--- src/rtl/pse_twowire_slave.sv ---
module pse_twowire_slave #(
  parameter logic [7:0] TOP_PTR = 8'h26,
  parameter logic [2:0] ADDR_HI = 3'b010,
  parameter int         SYNC    = 2
) (
  input  logic       clk,
  input  logic       rst_n,
  input  logic [3:0] addr_pins,
  input  logic       scl_i,
  input  logic       sda_i,
  output logic       sda_o,
  output logic       wr_en,
  output logic [7:0] wr_addr,
  output logic [7:0] wr_data,
  output logic [7:0] rd_addr,
  input  logic [7:0] rd_data
);

  typedef enum logic [2:0] {S_IDLE, S_ADDR, S_CMD, S_WDAT, S_ACK, S_RDAT, S_MACK} st_t;

  logic [SYNC-1:0] scl_sr, sda_sr;
  logic scl_q, sda_q, mnack, cmd_pending;
  logic [3:0] hw_addr, bitcnt;
  logic [7:0] shreg, txd, ptr, cmd_hold;
  st_t st, nxt;

  wire scl_s = scl_sr[SYNC-1];
  wire sda_s = sda_sr[SYNC-1];
  wire scl_rise = scl_s & ~scl_q;
  wire scl_fall = ~scl_s & scl_q;
  wire start = scl_s & scl_q & sda_q & ~sda_s;
  wire stop  = scl_s & scl_q & ~sda_q & sda_s;
  wire [7:0] cur = cmd_pending ? cmd_hold : ptr;

  assign rd_addr = ptr;

  function automatic logic [7:0] sat(input logic [7:0] x);
    return (x >= TOP_PTR) ? x : x + 8'd1;
  endfunction

  always_ff @(posedge clk) begin
    if (!rst_n) begin
      scl_sr <= '1; sda_sr <= '1; scl_q <= 1'b1; sda_q <= 1'b1;
      hw_addr <= addr_pins;
      st <= S_IDLE; nxt <= S_IDLE; bitcnt <= '0; shreg <= '0; txd <= '0;
      ptr <= '0; cmd_hold <= '0; cmd_pending <= 1'b0; mnack <= 1'b1;
      sda_o <= 1'b1; wr_en <= 1'b0; wr_addr <= '0; wr_data <= '0;
    end else begin
      scl_sr <= {scl_sr[SYNC-2:0], scl_i};
      sda_sr <= {sda_sr[SYNC-2:0], sda_i};
      scl_q <= scl_s;
      sda_q <= sda_s;
      wr_en <= 1'b0;
      if (start || stop) begin
        st <= start ? S_ADDR : S_IDLE;
        bitcnt <= '0;
        sda_o <= 1'b1;
        if (cmd_pending) begin
          ptr <= cmd_hold;
          cmd_pending <= 1'b0;
        end
      end else begin
        case (st)
          S_ADDR, S_CMD, S_WDAT: begin
            if (scl_rise && bitcnt != 4'd8) begin
              shreg <= {shreg[6:0], sda_s};
              bitcnt <= bitcnt + 4'd1;
            end else if (scl_fall && bitcnt == 4'd8) begin
              bitcnt <= '0;
              if (st == S_ADDR) begin
                if (shreg[7:1] == {ADDR_HI, hw_addr}) begin
                  sda_o <= 1'b0;
                  st <= S_ACK;
                  nxt <= shreg[0] ? S_RDAT : S_CMD;
                end else begin
                  st <= S_IDLE;
                end
              end else if (st == S_CMD) begin
                cmd_hold <= shreg;
                cmd_pending <= 1'b1;
                sda_o <= 1'b0;
                st <= S_ACK;
                nxt <= S_WDAT;
              end else begin
                wr_en <= 1'b1;
                wr_addr <= cur;
                wr_data <= shreg;
                ptr <= sat(cur);
                cmd_pending <= 1'b0;
                sda_o <= 1'b0;
                st <= S_ACK;
                nxt <= S_WDAT;
              end
            end
          end
          S_ACK: if (scl_fall) begin
            bitcnt <= '0;
            if (nxt == S_RDAT) begin
              txd <= rd_data;
              sda_o <= rd_data[7];
              ptr <= sat(ptr);
            end else begin
              sda_o <= 1'b1;
            end
            st <= nxt;
          end
          S_RDAT: if (scl_fall) begin
            if (bitcnt == 4'd7) begin
              sda_o <= 1'b1;
              bitcnt <= '0;
              st <= S_MACK;
            end else begin
              txd <= {txd[6:0], 1'b0};
              sda_o <= txd[6];
              bitcnt <= bitcnt + 4'd1;
            end
          end
          S_MACK: begin
            if (scl_rise) mnack <= sda_s;
            else if (scl_fall) begin
              if (!mnack) begin
                txd <= rd_data;
                sda_o <= rd_data[7];
                ptr <= sat(ptr);
                st <= S_RDAT;
              end else begin
                st <= S_IDLE;
              end
            end
          end
          default: ;
        endcase
      end
    end
  end

  a_r1_sda_moves_scl_low: assert property (@(posedge clk) disable iff (!rst_n)
    !$stable(sda_o) |-> !scl_s);
  a_r3_drive_only_when_owned: assert property (@(posedge clk) disable iff (!rst_n)
    !sda_o |-> (st == S_ACK || st == S_RDAT));
  a_r5_single_strobe: assert property (@(posedge clk) disable iff (!rst_n)
    wr_en |=> !wr_en);
  a_r6_top_holds: assert property (@(posedge clk) disable iff (!rst_n)
    (ptr == TOP_PTR && !cmd_pending) |=> ptr == TOP_PTR);
  a_r8_idle_released: assert property (@(posedge clk) disable iff (!rst_n)
    (st == S_IDLE) |-> sda_o);

endmodule

--- config.mk ---
export PLATFORM = sky130hd
export DESIGN_NAME = pse_twowire_slave
export DESIGN_NICKNAME = d
export VERILOG_FILES = /design/src/rtl/pse_twowire_slave.sv
export SDC_FILE = /design/constraint.sdc
export NUM_CORES = 1
export LEC_CHECK = 0
export ABC_AREA = 1
export BUFFER_PORTS_ARGS = -buffer_cell sky130_fd_sc_hd__buf_2
export CAP_MARGIN = 40
export CORE_ASPECT_RATIO = 1.5
export CORE_MARGIN = 3
export CORE_UTILIZATION = 58
export DETAILED_ROUTE_END_ITERATION = 16
export GPL_ROUTABILITY_DRIVEN = 0
export PLACE_DENSITY = 0.79
export SYNTH_ARGS = -nofsm -noshare
export SYNTH_HDL_FRONTEND = slang
export SYNTH_SLANG_ARGS = --single-unit
--- constraint.sdc ---
create_clock -name clk -period 2.1 [get_ports clk]
set_input_delay 0.315 -clock clk [delete_from_list [all_inputs] [get_ports clk]]
set_output_delay 0.315 -clock clk [all_outputs]
set_load 0.05 [all_outputs]
==> metrics.md, run 1 <==
| Metric | Value |
|---|---|
| Row count | 35 |
| Hold Crit Class | in2reg |
| Main flop type after synthesis | dfxtp_1 |
| Core area | 0.00617 mm² |
| Leak | 1.91 nW |
| DRC Markers | 0 |
| Crit. End Element | register |
| Post-Syn Area | around 0.0037 mm² |
| Synth unique cells | 45 |
| Clock-pin slew on the worst setup and hold paths | 70 ps |
| Seq/Total Area, Yosys | 0.395 |
| VDD IR-drop max | 603 µV |
| CP arrival | 2150 ps |
| Yosys reg bits | 71 |
| I/O Pins | 42 |
| Fin crit period | 1910 ps |
| DR WL/cell | 14.1 µm |
| Antenna Cells | 0 |
| CP max FO | 12 |
| # setup viols final | 0 |
| Crit-path cells | inv_1, ha_1, nand3_4, nor2_8, nand4_4, nand2_1, nand2_1, nand2_1, nand3_4, inv_2, nand3_1, and2_1 |
| Yosys top cell by area | dfxtp_1 |
| Vias per inst | 5.48 |
| CP Launch Type | register |
| Top Family by Delay on Critical Path | simple AND/OR/NAND/NOR gates |
| Die area | 0.00739 mm² |
| Worst rel slew slack | 0.734 |
| Largest net degree at the start of global routing | 37 |
| Skew-Pair Late Insertion Delay | 350 ps |
| Total gr overflow | 0 |
| FFs w/ async S/R, synth | 0 |
| Clock root buffer | clkbuf_8 |
| TritonCTS Buffers | 9 |
| Fin crit share | 0.910 |
| DP HPWL | 6.53 mm |
| CTS H-Tree Depth | 3 |
| Skew final | 8.70 ps |
| Commonest non-fill, non-tap cell in the layout | nand2_1 |
| Pre-Repair DR Iteration Count | 5 |
| Initial DRC count | 293 |
| Antenna violations before repair | 0 |
| Post-synth EDFFs | 4 |
| Fmax | 524 MHz |
| Synth Instances | 505 |
| Filler Cell Count | a little under 500 |
| Initial core utilization | 0.599 |
| CP Buf/Inv Count | 2 |
| Vias in the first global route | 3461 |
| Horiz. Die Dim | 71.2 µm |
| Synth Warn # | 0 |
| Final-report max-slew violation count | 0 |
| CTS sink count | between 70 and 80 |
| Hold Vio Cnt, Final | 0 |
| Req. time, crit path | 2340 ps |
| Layout cell share with drive strength beyond 1 | 0.221 |
| NumNets Final | 579 |
| Critical-path top delay cell | dfxtp_1 |
| RSZ-0062 raised after global routing | false |
| Placed cells | 617 |
| Final TNS setup | 0 ps |
| # port buffers | 41 |
| Die Span Y | ~100 µm |
| First-pass GRT wire length | 15.0 mm |
| Max-cap violations | 0 |
| Clk buf depth | 2 |
| GRT Total Usage | 0.253 |
| Post-route ant nets | 0 |
| P&R area growth vs syn | 14.8% |
| Share of the synthesized area in the top cell type | 0.363 |
| CTS tree | built |
| Synthesized net count | 527 |
| Power Density | 1130 mW/mm² |
| Routed WL | 8.97 mm |
| Hold-fix buffers at CTS | 0 |
| Most frequent cells in the layout | nand2_1, dfxtp_1, a21oi_1 |
| Slowest stage delay, CP | between 300 and 400 ps |
| Via Count | 3483 |
| Syn avg cell area | 7.32 µm² |
| Layout Cells excl Fill | around 640 |
| Outcome | finished, final reports clean |
| WS Path Type | reg2reg |
| Slew @ Worst Pin | 399 ps |
| Most used cell, CP | nand2_1 |
| Synth area leaders | dfxtp_1, nand2_1, a21oi_1 |
-- cell type report --
class / instances / area [µm²] / share of cell area
Clock inverter: 6 / 68.8 / 0.0162
Clock buffer: 10 / 138 / 0.0324
Timing Repair Buffer: 62 / 363 / 0.0855
Tap cell: 74 / 92.6 / 0.0218
Multi-Input combinational cell: 364 / 1930 / 0.455
Sequential cell: 71 / 1460 / 0.345
Inverter: 49 / 186 / 0.0439
-- path summary, 6_finish.rpt --
check | from | end | slack, ps | cells past startpoint
max | bitcnt[1]$_SDFFE_PP0P_ | rd_addr[7]$_SDFFE_PN0P_ | 190 | 12
min | addr_pins[1] | hw_addr[1]$_DFFE_PN_ | 140 | 1
max reg2reg | bitcnt[1]$_SDFFE_PP0P_ | rd_addr[7]$_SDFFE_PN0P_ | 190 | 12
min reg2reg | sda_sr[0]$_SDFF_PN1_ | sda_sr[1]$_SDFF_PN1_ | 420 | 1
-- worst reg2reg max path: stages, from the launching register on --
cell and delay, ps:
dfxtp_1 350, inv_1 80, ha_1 200, nand3_4 130
nor2_8 160, nand4_4 130, nand2_1 90, nand2_1 50
nand2_1 110, nand3_4 160, inv_2 150, nand3_1 80
and2_1 130
-- repair_timing --
item / 4_1_cts / 5_1_grt
gates resized for setup: 0 / 3
endpoints found under the setup margin: 0 / 6
setup buffers: 0 / 3
-- flip-flops by register name (all words and copies together), names as in the netlist, 2 cells and up --
| register | count |
|---|---|
| sda_sr | 2 |
| bitcnt | 4 |
| rd_addr | 8 |
| wr_data | 8 |
| wr_addr | 8 |
| scl_sr | 2 |
| hw_addr | 4 |
| nxt | 3 |
| cmd_hold | 8 |
| st | 3 |
| txd | 7 |
| shreg | 8 |
-- kinds of logic after synthesis --
family / count (synthesis) / share of synthesized area
simple gates: 245 / 0.310
compound gates: 103 / 0.166
flops: 71 / 0.395
xor+xnor: 10 / 0.0237
buf+inv: 70 / 0.0840
fa+ha+maj: 6 / 0.0203
-- power by group --
part | internal, mW | switching, mW
Clock | 0.587 | 0.532
Combinational | 0.640 | 1.37
Sequential | 1.49 | 0.173
Total | 2.71 | 2.07
-- metal layers --
layer	track usage	up-vias	share of wire
met5	0	-	0
met4	0.177	0	0.060
met3	0.0466	43	0.047
met2	0.436	122	0.51
met1	0.269	1551	0.38
li1	-	1767	-
-- through the flow --
stage	cell area (µm²)	util	hold slack [ps]	power [mW]	setup WS [ps]
6_report	4240	0.687	142	4.78	190
5_1_grt	4240	0.687	125	5.08	15.7
4_1_cts	4210	0.682	129	4.72	96.5
3_5_place_dp	4010	0.649	402	3.60	112
3_3_place_gp	4010	0.649	394	3.56	190
2_1_floorplan	3700	-	393	3.17	145
-- cells in the mapped netlist (2+ instances only) --
master / count
a211oi_1: 8
a211oi_2: 2
a21oi_1: 52
a21oi_2: 8
a31oi_1: 2
buf_1: 2
buf_2: 6
buf_4: 4
buf_6: 3
clkbuf_1: 6
dfxtp_1: 67
edfxtp_1: 4
ha_1: 6
inv_1: 38
inv_2: 9
nand2_1: 126
nand2_2: 3
nand3_1: 36
nand3_2: 2
nand3_4: 2
nand4_1: 7
nor2_1: 47
nor2_2: 2
nor2_4: 3
nor3_1: 5
o21ai_0: 20
o21ai_1: 4
o22ai_1: 2
or2_2: 5
xnor2_1: 4
xor2_1: 6
(Power assumes the default switching activity.)
==> inputs of run 2 (changes only) <==
Settings changed: CORE_MARGIN 3 to default.
==> metrics.md, run 2 (synthesis results as in run 1) <==
| Metric | Value |
|---|---|
| Slew @ Worst Pin | 398 ps |
| Clk buf depth | 2 |
| Reg power frac | 0.352 |
| Capture point of the worst reg-to-reg path | st[2]$_SDFFE_PN0P_ |
| DRC Markers | 0 |
| Core area | 0.00613 mm² |
| CP startpoint | st[2]$_SDFFE_PN0P_ |
| Worst reg2reg path startpoint | st[2]$_SDFFE_PN0P_ |
| CP max FO | 13 |
| Horiz. Die Dim | between 60 and 70 µm |
| Req. time, crit path | 2350 ps |
| Initial DRC count | 361 |
| I/O Pins | 42 |
| Layout Cells excl Fill | 637 |
| Power Density | 1120 mW/mm² |
| CP arrival | 2200 ps |
| Final TNS setup | 0 ps |
| Skew-Pair Late Insertion Delay | between 300 and 400 ps |
| Fin crit share | 0.926 |
| Internal | 2.59 mW |
| Comb pwr share | 0.419 |
| Routed WL | 9.06 mm |
| CP Launch Type | register |
| VDD IR-drop max | 776 µV |
| Max-cap violations | 0 |
| Sw Pwr | ~2.2 mW |
| NumNets Final | 580 |
| Final-report max-slew violation count | 0 |
| Via Count | 3553 |
| Reg2Reg Depth | 9 |
| Leak | about 1.9 nW |
| Commonest non-fill, non-tap cell in the layout | nand2_1 |
| Die area | ~0.0067 mm² |
| Post-Place Cell Area | 0.00400 mm² |
| DR WL/cell | 14.2 µm |
| Outcome | finished, final reports clean |
| DP HPWL | 6.45 mm |
| # setup viols final | 0 |
| Pre-Repair DR Iteration Count | 5 |
| Worst setup path endpoint | st[2]$_SDFFE_PN0P_ |
| Worst rel slew slack | 0.735 |
| Fin crit period | a little under 2000 ps |
| Vias in the first global route | ~3400 |
| Fmax | ~510 MHz |
| P&R area growth vs syn | 14.7% |
| CTS tree | built |
| Post-route ant nets | 0 |
| CTS H-Tree Depth | 3 |
| First-pass GRT wire length | 14.9 mm |
| Filler Cell Count | 531 |
| Row count | 35 |
| Most frequent cells in the layout | nand2_1, dfxtp_1, a21oi_1 |
| Hold Vio Cnt, Final | 0 |
| Initial core utilization | 0.603 |
| Switching part of the total | 0.455 |
| WS Path Type | reg2reg |
| Total gr overflow | 0 |
| Clock root buffer | clkbuf_8 |
| Hold-fix buffers at CTS | 0 |
| Antenna violations before repair | 0 |
| Placed cells | 616 |
| Post-route cell area | 0.00424 mm² |
| Largest net degree at the start of global routing | 37 |
| Clock-pin slew on the worst setup and hold paths | 80 ps |
| Antenna Cells | 0 |
| R2r setup slk | ~150 ps |
| Skew final | 11.5 ps |
| CTS sink count | approximately 70 |
| Vias per inst | 5.58 |
| Layout cell share with drive strength beyond 1 | 0.226 |
| Die Span Y | around 100 µm |
| GRT Total Usage | 0.295 |
| Hold Crit Class | in2reg |
| # port buffers | just over 40 |
| Clk pwr share | 0.229 |
| TritonCTS Buffers | 9 |
| Crit. End Element | register |
## run 2: changes by cell type in the layout (fill, tap and decap cells not counted)
cell,delta
buf_4,+1
clkinvlp_4,-1
inv_6,+2
inv_2,+1
dfxtp_2,+1
clkinv_4,-1
inv_8,+3
dfxtp_1,-1
bufinv_16,-1
clkbuf_8,-1
inv_1,-1
clkinv_2,-1
## run 2: power groups by stage
stage	Combinational, mW	Clock (mW)	Sequential (mW)
after global routing	2.18	1.15	1.70
after CTS	1.89	1.11	1.67
after global placement	1.83	0	1.69
after detailed placement	1.87	0	1.70
after floorplan	1.31	0	1.86
final	1.99	1.09	1.67
## run 2: layer usage
| metal | part of all wire | global-route usage |
|---|---|---|
| met1 | 0.39 | 0.310 |
| met2 | 0.51 | 0.513 |
| met3 | 0.048 | 0.0705 |
| met4 | 0.052 | 0.178 |
| met5 | 0 | 0 |
## run 2: layout make-up
| class | count | area, µm² | area share |
|---|---|---|---|
| multi-input cells | 364 | 1930 | 0.456 |
| flip-flops and latches | 71 | 1460 | 0.345 |
| repair buffers | 63 | 370 | 0.0874 |
| inverters | 49 | 186 | 0.0440 |
| clock buffers | 9 | 124 | 0.0292 |
| well taps | 74 | 92.6 | 0.0218 |
| clock inverters | 7 | 68.8 | 0.0162 |
## run 2: what timing repair did
| item | CTS | global route |
|---|---|---|
| endpoints found under the setup margin | 0 | 17 |
| gates resized for setup | 0 | 5 |
| setup buffers | 0 | 5 |
## run 2: worst min path at each step
stage | startpoint | to | slack [ps] | cells after the start
after CTS | addr_pins[0] | hw_addr[0]$_DFFE_PN_ | 120 | 1
after detailed placement | sda_sr[0]$_SDFF_PN1_ | sda_sr[1]$_SDFF_PN1_ | 410 | 1
after floorplan | scl_sr[0]$_SDFF_PN1_ | scl_sr[1]$_SDFF_PN1_ | 390 | 1
after global routing | addr_pins[0] | hw_addr[0]$_DFFE_PN_ | 110 | 1
after global placement | scl_sr[0]$_SDFF_PN1_ | scl_sr[1]$_SDFF_PN1_ | 390 | 1
final | addr_pins[0] | hw_addr[0]$_DFFE_PN_ | 130 | 1
## run 2: through the flow
step	hold WS [ps]	total power, mW	worst slack (ps)	util
floorplan	393	3.17	145	-
global placement	395	3.52	45.5	0.651
detailed placement	406	3.56	9.65	0.652
CTS	116	4.66	4.55	0.683
global route	109	5.04	-24.9	0.691
finish	129	4.75	154	0.691
## run 2: worst max-delay path, stage by stage (launching register included)
cell	delay, ps
dfxtp_1	440
inv_4	110
nor2_4	270
inv_2	180
nand2_1	110
nor2_1	50
o21ai_1	200
o211ai_2	180
a21oi_1	240
nor2_1	60
==> inputs of run 3 (changes only) <==
--- a/config.mk
+++ b/config.mk
@@ -6,5 +6,5 @@
 export NUM_CORES = 1
 export LEC_CHECK = 0
-export ABC_AREA = 1
+export ABC_AREA = 0
 export BUFFER_PORTS_ARGS = -buffer_cell sky130_fd_sc_hd__buf_2
 export CAP_MARGIN = 40
@@ -14,4 +14,5 @@
 export GPL_ROUTABILITY_DRIVEN = 0
 export PLACE_DENSITY = 0.79
+export SKIP_LAST_GASP = 1
 export SYNTH_ARGS = -nofsm -noshare
 export SYNTH_HDL_FRONTEND = slang
==> constraint.sdc (replaced) <==
create_clock -name clk -period 2.1 [get_ports clk]
set_input_delay 0.21 -clock clk [delete_from_list [all_inputs] [get_ports clk]]
set_output_delay 0.21 -clock clk [all_outputs]
set_load 0.05 [all_outputs]
==> metrics.md, run 3 <==
| Metric | Value |
|---|---|
| WS Path Type | reg2reg |
| Hold Crit Class | in2reg |
| CTS H-Tree Depth | 3 |
| Worst rel slew slack | 0.452 |
| Final core utilization | 0.725 |
| Final-report max-slew violation count | 0 |
| DR WL/cell | 16.5 µm |
| First-pass GRT wire length | 14.7 mm |
| Post-synth EDFFs | 4 |
| CTS tree | built |
| Routed WL | about 9 mm |
| Fin crit share | 0.996 |
| Core area | 0.00583 mm² |
| Synthesized net count | 441 |
| Hold-fix buffers at CTS | 0 |
| # port buffers | 41 |
| Initial core utilization | 0.608 |
| Post-Place Cell Area | approximately 0.0040 mm² |
| Commonest non-fill, non-tap cell in the layout | dfxtp_1 |
| Pre-Repair DR Iteration Count | 5 |
| Most frequent cells in the layout | dfxtp_1, nand2_1, nor2_1 |
| Skew-Pair Late Insertion Delay | 360 ps |
| Synth area leaders | dfxtp_1, mux2i_1, nand2_1 |
| Most common cell in the synthesized netlist | dfxtp_1 |
| Final TNS setup | 0 ps |
| Die area | 0.00643 mm² |
| CTS sink count | 71 |
| Synth Warn # | 0 |
| Synth unique cells | 57 |
| Seq/Total Area, Yosys | 0.413 |
| Largest net degree at the start of global routing | 49 |
| Vias in the first global route | 3182 |
| Horiz. Die Dim | roughly 66 µm |
| VDD IR-drop max | 645 µV |
| Final worst hold slack | 21.8 ps |
| Hold Vio Cnt, Final | 0 |
| Leak | 1.59 nW |
| TritonCTS Buffers | 9 |
| DRC Markers | 0 |
| Post-Syn Area | 0.00354 mm² |
| Syn avg cell area | roughly 8.5 µm² |
| I/O Pins | 42 |
| Filler Cell Count | 461 |
| Slowest stage delay, CP | 420 ps |
| Max-cap violations | 0 |
| Hold Path Cell Cnt | 1 |
| Capture point of the worst reg-to-reg path | rd_addr[0]$_SDFFE_PN0P_ |
| Worst reg2reg path startpoint | cmd_pending$_SDFFE_PP0P_ |
| Outcome | finished, final reports clean |
| Vias per inst | 6.07 |
| Antenna violations before repair | 0 |
| Antenna Cells | 0 |
| Total gr overflow | 0 |
| R2r setup slk | 9 ps |
| Top cells by count, synth | dfxtp_1, nand2_1, nor2_1 |
| Yosys top cell by area | dfxtp_1 |
| Most used cell, CP | o22ai_1 |
| Row count | 34 |
| Skew final | slightly below 7 ps |
| # setup viols final | 0 |
| Clk buf depth | 2 |
| NumNets Final | 501 |
| P&R area growth vs syn | 19.3% |
| Power Density | between 800 and 900 mW/mm² |
| Yosys reg bits | 71 |
| Share of the synthesized area in the top cell type | 0.379 |
| DP HPWL | 6.25 mm |
| Clock root buffer | clkbuf_8 |
| FFs w/ async S/R, synth | 0 |
| CP arrival | 2330 ps |
| Hold wc startpoint | addr_pins[1] |
| Reg2Reg Depth | 8 |
| Crit. End Element | register |
| Initial DRC count | 229 |
| CP max FO | 12 |
| Layout cell share with drive strength beyond 1 | 0.223 |
| Die Span Y | 97.7 µm |
| Critical-path top delay cell | dfxtp_4 |
| Main flop type after synthesis | dfxtp_1 |
| Clock-pin slew on the worst setup and hold paths | 80 ps |
| Fmax | 478 MHz |
| Post-route cell area | ~0.0042 mm² |
| Via Count | 3373 |
| Post-route ant nets | 0 |
| Synth Instances | 419 |
| Req. time, crit path | 2340 ps |
| Slew @ Worst Pin | roughly 820 ps |
| GRT Total Usage | 0.299 |
| Fin crit period | 2090 ps |
| Crit-path cells | mux2_4, ha_4, and2_4, a221oi_4, buf_4, a31oi_1, o22ai_1, o22ai_1 |
| Hold path endpoint | hw_addr[1]$_DFFE_PN_ |
| CP Launch Type | register |
-- run 3: through the flow --
step / power [mW] / instances / setup slack (ps)
2_1_floorplan: 2.11 / 419 / 20.7
3_3_place_gp: 2.36 / 536 / 78.5
3_5_place_dp: 2.38 / 536 / 47.8
4_1_cts: 3.60 / 552 / 8.92
5_1_grt: 3.76 / 556 / -21.8
6_report: 3.62 / 556 / 8.55
-- run 3: metal layers --
metal / share of wire / vias to the layer above / track usage
li1: - / 1617 / -
met1: 0.39 / 1584 / 0.335
met2: 0.52 / 144 / 0.528
met3: 0.058 / 28 / 0.0493
met4: 0.032 / 0 / 0.149
met5: 0 / - / 0
-- run 3: worst max-delay path, delay by kind of cell (launching register included) --
family	cells	cell delay, ps
AO/OA/AOI/OAI	4	710
AND/OR/NAND/NOR	1	140
adder cells (fa/ha/maj)	1	160
multiplexers	1	350
buffers and inverters	1	180
flip-flops	1	420
-- run 3: report_power, final --
part           switching, mW  leakage (nW)  internal (mW)
sequential            0.0734         0.582           1.41
combinational          0.559         0.896          0.354
clock                  0.551         0.107          0.677
-- run 3: area by class of cell --
class,instances,area (µm²),share of cell area
inverters,11,41.3,0.00977
clock inverters,6,93.8,0.0222
multi-input cells,312,1950,0.461
clock buffers,10,128,0.0302
flip-flops and latches,71,1470,0.347
well taps,72,90.1,0.0213
repair buffers,74,457,0.108
-- run 3: logic make-up after synthesis --
| kind of cell | Yosys count | synth area share |
|---|---|---|
| AO/OA/AOI/OAI | 100 | 0.193 |
| buffers and inverters | 36 | 0.0477 |
| XOR/XNOR | 8 | 0.0198 |
| AND/OR/NAND/NOR | 170 | 0.225 |
| adder cells (fa/ha/maj) | 6 | 0.0212 |
| multiplexers | 28 | 0.0809 |
| flip-flops | 71 | 0.413 |
-- run 3: worst max path at each step --
stage	start	endpoint	slack (ps)	cells past startpoint
3_3_place_gp	cmd_pending$_SDFFE_PP0P_	rd_addr[4]$_SDFFE_PN0P_	80	7
6_report	cmd_pending$_SDFFE_PP0P_	rd_addr[0]$_SDFFE_PN0P_	9	8
5_1_grt	cmd_pending$_SDFFE_PP0P_	rd_addr[1]$_SDFFE_PN0P_	-20	8
2_1_floorplan	cmd_pending$_SDFFE_PP0P_	rd_addr[4]$_SDFFE_PN0P_	20	9
4_1_cts	cmd_pending$_SDFFE_PP0P_	rd_addr[4]$_SDFFE_PN0P_	9	7
3_5_place_dp	cmd_pending$_SDFFE_PP0P_	rd_addr[4]$_SDFFE_PN0P_	50	7
-- run 3: repair_timing --
| action | 4_1_cts | 5_1_grt |
|---|---|---|
| buffers inserted | 0 | 4 |
| gates resized for setup | 0 | 7 |
| setup endpoints to repair | 0 | 10 |
